$ cat config.mk
export PLATFORM = sky130hd
export DESIGN_NAME = dram_cycle_monitor
export DESIGN_NICKNAME = d
export VERILOG_FILES = /design/src/rtl/dcm_pkg.sv /design/src/rtl/dcm_edge.sv /design/src/rtl/dcm_lane_track.sv /design/src/rtl/dcm_classify.sv /design/src/rtl/dram_cycle_monitor.sv
export SDC_FILE = /design/constraint.sdc
export NUM_CORES = 1
export LEC_CHECK = 0
export BUFFER_PORTS_ARGS = -buffer_cell sky130_fd_sc_hd__buf_2
export CORE_MARGIN = 4
export CORE_UTILIZATION = 30
export CTS_BUF_LIST = sky130_fd_sc_hd__clkbuf_16
export CTS_CLUSTER_SIZE = 30
export DETAILED_ROUTE_END_ITERATION = 8
export GPL_ROUTABILITY_DRIVEN = 0
export HOLD_SLACK_MARGIN = 0.05
export PLACE_DENSITY_LB_ADDON = 0.15
export SYNTH_ARGS = -nofsm -noshare
export SYNTH_HDL_FRONTEND = slang
export SYNTH_SLANG_ARGS = --single-unit
$ cat constraint.sdc
create_clock -name clk -period 2.2 [get_ports clk]
set_input_delay 0.22 -clock clk [delete_from_list [all_inputs] [get_ports clk]]
set_output_delay 0.22 -clock clk [all_outputs]
set_load 0.02 [all_outputs]
$ cat src/rtl/dcm_pkg.sv
package dcm_pkg;
  typedef enum logic [3:0] {
    OP_STANDBY    = 4'd0,
    OP_READ       = 4'd1,
    OP_READ_NOOE  = 4'd2,
    OP_WR_EARLY   = 4'd3,
    OP_WR_DELAYED = 4'd4,
    OP_RMW        = 4'd5,
    OP_RAS_ONLY   = 4'd6,
    OP_CBR        = 4'd7
  } op_e;

  typedef enum logic [1:0] {
    ST_IDLE,
    ST_ROW,
    ST_ACC,
    ST_RFSH
  } st_e;
endpackage

$ cat src/rtl/dcm_edge.sv
// Holds the previous sample of a group of active-low pins (reset to inactive).
module dcm_edge #(
  parameter int W = 2
) (
  input  logic         clk,
  input  logic         rst,
  input  logic [W-1:0] d,
  output logic [W-1:0] q
);
  always_ff @(posedge clk) begin
    if (rst) q <= '1;
    else     q <= d;
  end
endmodule

$ cat src/rtl/dcm_lane_track.sv
// Sticky per-lane flag: set while tracking is enabled and the lane strobe is low.
module dcm_lane_track #(
  parameter int LANES = 2
) (
  input  logic             clk,
  input  logic             rst,
  input  logic             en,
  input  logic             clr,
  input  logic [LANES-1:0] cas_n,
  output logic [LANES-1:0] seen
);
  for (genvar i = 0; i < LANES; i++) begin : g_lane
    always_ff @(posedge clk) begin
      if (rst || clr)          seen[i] <= 1'b0;
      else if (en && !cas_n[i]) seen[i] <= 1'b1;
    end
  end
endmodule

$ cat src/rtl/dcm_classify.sv
module dcm_classify
  import dcm_pkg::*;
#(
  parameter int LANES = 2
) (
  input  logic             clk,
  input  logic             rst,
  input  logic             ras_n,
  input  logic             cas_any,
  input  logic             we_n,
  input  logic             we_q,
  input  logic             oe_n,
  input  logic             oe_q,
  input  logic [LANES-1:0] lane_seen,
  output logic             track_en,
  output logic             track_clr,
  output logic             rep_valid,
  output op_e              rep_op,
  output logic [LANES-1:0] rep_lanes
);
  st_e  st;
  op_e  cls;
  logic oe_seen;
  logic fire;
  op_e  fin_op;

  assign fire      = ras_n && (st != ST_IDLE);
  assign track_en  = !ras_n && ((st == ST_ROW) || (st == ST_ACC));
  assign track_clr = fire;

  always_comb begin
    case (st)
      ST_ROW:  fin_op = OP_RAS_ONLY;
      ST_RFSH: fin_op = OP_CBR;
      ST_ACC:  fin_op = (cls == OP_READ) ? (oe_seen ? OP_READ : OP_READ_NOOE) : cls;
      default: fin_op = OP_STANDBY;
    endcase
  end

  always_ff @(posedge clk) begin
    if (rst) begin
      st      <= ST_IDLE;
      cls     <= OP_READ;
      oe_seen <= 1'b0;
    end else begin
      case (st)
        ST_IDLE: begin
          if (!ras_n) st <= cas_any ? ST_RFSH : ST_ROW;
        end
        ST_ROW: begin
          if (ras_n) begin
            st <= ST_IDLE;
          end else if (cas_any) begin
            st      <= ST_ACC;
            cls     <= we_n ? OP_READ : OP_WR_EARLY;
            oe_seen <= !oe_n;
          end
        end
        ST_ACC: begin
          if (ras_n) begin
            st <= ST_IDLE;
          end else if (cas_any) begin
            if (!oe_n) oe_seen <= 1'b1;
            if (cls == OP_READ && we_q && !we_n)
              cls <= (!oe_q && oe_n) ? OP_RMW : OP_WR_DELAYED;
          end
        end
        default: begin
          if (ras_n) st <= ST_IDLE;
        end
      endcase
    end
  end

  always_ff @(posedge clk) begin
    if (rst) begin
      rep_valid <= 1'b0;
      rep_op    <= OP_STANDBY;
      rep_lanes <= '0;
    end else if (fire) begin
      rep_valid <= 1'b1;
      rep_op    <= fin_op;
      rep_lanes <= lane_seen;
    end else begin
      rep_valid <= 1'b0;
      rep_op    <= OP_STANDBY;
      rep_lanes <= '0;
    end
  end

  AST_PULSE_SINGLE: assert property (@(posedge clk) disable iff (rst)
    rep_valid |=> !rep_valid);
  AST_END_ON_RISE: assert property (@(posedge clk) disable iff (rst)
    rep_valid |-> ($past(ras_n) && !$past(ras_n, 2)));
  AST_CBR_NO_LANE: assert property (@(posedge clk) disable iff (rst)
    (rep_valid && rep_op == OP_CBR) |-> (rep_lanes == '0));
  AST_ROWONLY_NO_LANE: assert property (@(posedge clk) disable iff (rst)
    (rep_valid && rep_op == OP_RAS_ONLY) |-> (rep_lanes == '0));
  AST_ACCESS_HAS_LANE: assert property (@(posedge clk) disable iff (rst)
    (rep_valid && rep_op != OP_CBR && rep_op != OP_RAS_ONLY) |-> (rep_lanes != '0));
  AST_NO_STANDBY_REPORT: assert property (@(posedge clk) disable iff (rst)
    rep_valid |-> (rep_op != OP_STANDBY));
endmodule

$ cat src/rtl/dram_cycle_monitor.sv
module dram_cycle_monitor
  import dcm_pkg::*;
#(
  parameter int LANES = 2
) (
  input  logic             clk,
  input  logic             rst,
  input  logic             ras_n,
  input  logic [LANES-1:0] cas_n,
  input  logic             we_n,
  input  logic             oe_n,
  output logic             rep_valid,
  output logic [3:0]       rep_op,
  output logic [LANES-1:0] rep_lanes
);
  localparam int CTL_W = 2;

  logic [CTL_W-1:0] ctl_q;
  logic             track_en;
  logic             track_clr;
  logic [LANES-1:0] lane_seen;
  op_e              op_int;

  dcm_edge #(.W(CTL_W)) u_edge (
    .clk (clk),
    .rst (rst),
    .d   ({we_n, oe_n}),
    .q   (ctl_q)
  );

  dcm_lane_track #(.LANES(LANES)) u_lanes (
    .clk   (clk),
    .rst   (rst),
    .en    (track_en),
    .clr   (track_clr),
    .cas_n (cas_n),
    .seen  (lane_seen)
  );

  dcm_classify #(.LANES(LANES)) u_cls (
    .clk       (clk),
    .rst       (rst),
    .ras_n     (ras_n),
    .cas_any   (~&cas_n),
    .we_n      (we_n),
    .we_q      (ctl_q[1]),
    .oe_n      (oe_n),
    .oe_q      (ctl_q[0]),
    .lane_seen (lane_seen),
    .track_en  (track_en),
    .track_clr (track_clr),
    .rep_valid (rep_valid),
    .rep_op    (op_int),
    .rep_lanes (rep_lanes)
  );

  assign rep_op = op_int;
endmodule

==> flow_metrics.tcl <==
set metrics [dict create \
    outcome "finished clean" \
    antenna_found_initial 0 \
    fin_nets 101 \
    avgSynthCellArea_um2 9.69 \
    viasPerCell 4.87 \
    cts_resized 0 \
    maxSlewViolCount 0 \
    reg2reg_depth 5 \
    seqPwrFrac_pct 40.5 \
    nFillCells 231 \
    clk_pin_slew_ns 0.05 \
    grt_start_max_net_pins 14 \
    yosys.area.top_type_share_pct 44.7 \
    cts_made_buffers 3 \
    syn-num-nets 86 \
    finalHoldViolations 0 \
    min_path_type "in2reg" \
    drtPass1Iterations 4 \
    overflow 0 \
    ios 14 \
    avgRoutedWirePerCell_um 11.3 \
    fin_crit_ns 1.50 \
    rows 17 \
    ant_nets 0 \
    die_h_um 56.9 \
    insertion_delay_ns 0.24 \
    cts_buffer_depth 2 \
    cts-root-buf "clkbuf_16" \
    diodes 0 \
    area_growth_pct 22.0 \
    clock_skew_ns 0.00136 \
    grt_usage_pct 9.01 \
    maxCapViolCount 0 \
    p_sw_mw 0.195 \
    p_comb_share_pct 16.4 \
    syn_inst 74 \
    synth_edf_count 0 \
    synth_area_um2 717 \
    reg2reg_slack_ns 0.70 \
    yosys.area.top_type "dfxtp_1" \
    r2r-start "u_cls.st[0]" \
    grt_pass1_wl_mm 2.36 \
    crit_buf_inv 1 \
    internal_power_mw 0.604 \
    max_stage_delay_ns 0.37 \
    fmax_ghz 0.668 \
    cp.required_ns 2.33 \
    powerDensity_nw_per_um2 913 \
    synth_area_leaders "dfxtp_1 45%, ha_1 8.7%, nand2b_1 4.4%, a21oi_1 4.2%, o21ai_0 3.5%" \
    synth_cell_types 32 \
    hold_ws_ns 0.203 \
    grt_pass1_vias 545 \
    async_reset_ff_share_pct 0 \
    synth-warning-count 0 \
    clkPwrFrac_pct 43.1 \
    ys_seq_area_share_pct 44.7 \
    totalNegativeSetupSlack_ns 0 \
    hold_depth 2 \
    num_vias 560 \
    path_cells "inv_1 -> ha_1 -> nand2b_1 -> o21ba_1 -> a22o_1" \
    min_to "u_edge.q[0]" \
    p_sw_share_pct 24.4 \
    drive_gt1_share_pct 23.0 \
    cts_setup_buffers 0 \
    ir_drop_uv 380 \
    cts_hold_buffers 0 \
    core-area_um2 2230 \
    min_from "oe_n" \
    fin_crit_sh_pct 68.0 \
    first_iter_violations 6 \
    worstPathArrival_ns 1.63 \
    layout_common_cells "16 x dfxtp_1, 12 x buf_2, 6 x a21oi_1" \
    die_w_um 56.9 \
    io_buffers 12 \
    dpl.hpwl_mm 1.00 \
    routed_wl_mm 1.31 \
    synth-main-ff-cell "dfxtp_1" \
    endpoint_kind "flip-flop" \
    cts_tree "done" \
    ys_ff_latch 16 \
    drcViolationCount 0 \
    cellLeakagePower_nw 0.392 \
    setup_viol 0 \
    cp_top_family "compound AO/OA/AOI/OAI gates" \
    rsz0062_at_grt "false" \
    crit_type "reg2reg" \
    crit_fanout 7 \
    rr_endpoint "u_cls.oe_seen" \
    start_kind "flip-flop" \
    design.die.area_um2 3240 \
    slowest_stage "dfxtp_1" \
    initial_core_util_pct 32.1 \
    cts.htree.levels 1 \
    layout_commonest_cell "dfxtp_1" \
    clock_sinks 16 \
]
kinds of logic (layout without fill, tap and decap cells):
group	after synthesis	in the layout	synth area share, %
AND/OR/NAND/NOR	24	24	22.3
AO/OA/AOI/OAI	21	21	19.4
flip-flops	16	16	44.7
buffers and inverters	7	20	4.36
adder cells (fa/ha/maj)	5	5	8.73
other	1	1	0.523
layer usage:
| metal | share of wire, % | global-route usage (%) | routed length [um] |
|---|---|---|---|
| met5 | 0 | 0 | 0 |
| met3 | 5.3 | 3.22 | 69 |
| met2 | 44 | 13.9 | 573 |
| met4 | 0.92 | 2.98 | 12 |
| met1 | 50 | 11.6 | 650 |
area by class of cell:
class	instances	area, um2	share of cell area (%)
clock buffer	3	75.1	8.58
inverter	5	18.8	2.15
multi-input combinational	51	365	41.8
sequential	16	320	36.6
tap	28	35.0	4.01
timing repair buffer	12	60.1	6.87
power by group through the flow:
stage / logic [mW] / clock network [mW] / registers, mW
floorplan: 0.0970 / 0 / 0.330
CTS: 0.132 / 0.351 / 0.323
global placement: 0.134 / 0 / 0.328
finish: 0.131 / 0.344 / 0.323
global route: 0.148 / 0.362 / 0.326
detailed placement: 0.131 / 0 / 0.329
per-stage QoR:
stage	util, %	power [mW]	setup WS (ns)	cell area [um2]	cells
after CTS	39.2	0.806	0.704	875	115
final	39.2	0.799	0.703	875	115
after detailed placement	35.8	0.460	0.714	800	112
after global routing	39.2	0.837	0.630	875	115
after floorplan	-	0.428	0.828	717	74
after global placement	35.8	0.462	0.761	800	112
synth_stat cells, drive strengths merged (2+ instances only):
cell type   n
o21ai       5
or2         2
buf         2
a2bb2oi     2
dfxtp      16
nor3b       2
and2        2
ha          5
nor2        4
a21oi       6
inv         5
nand2b      5
worst max path at each step:
stage,from,to,slack (ns),cells past startpoint
after floorplan,u_cls.st[0],u_cls.oe_seen,0.83,5
after global placement,u_cls.st[1],u_cls.rep_op[0],0.76,4
after detailed placement,u_cls.st[0],u_cls.oe_seen,0.71,5
after CTS,u_cls.st[0],u_cls.oe_seen,0.70,5
after global routing,u_cls.st[0],u_cls.oe_seen,0.63,5
final,u_cls.st[0],u_cls.oe_seen,0.70,5
registers in the layout, indices dropped and copies added, names as in the netlist:
| name | count |
|---|---|
| u_cls.cls | 3 |
| u_cls.rep_op | 3 |
| u_edge.q | 2 |
| u_cls.rep_valid | 1 |
| u_cls.st | 2 |
| u_cls.rep_lanes | 2 |
| u_lanes.seen | 2 |
| u_cls.oe_seen | 1 |
(Power assumes the default switching activity.)
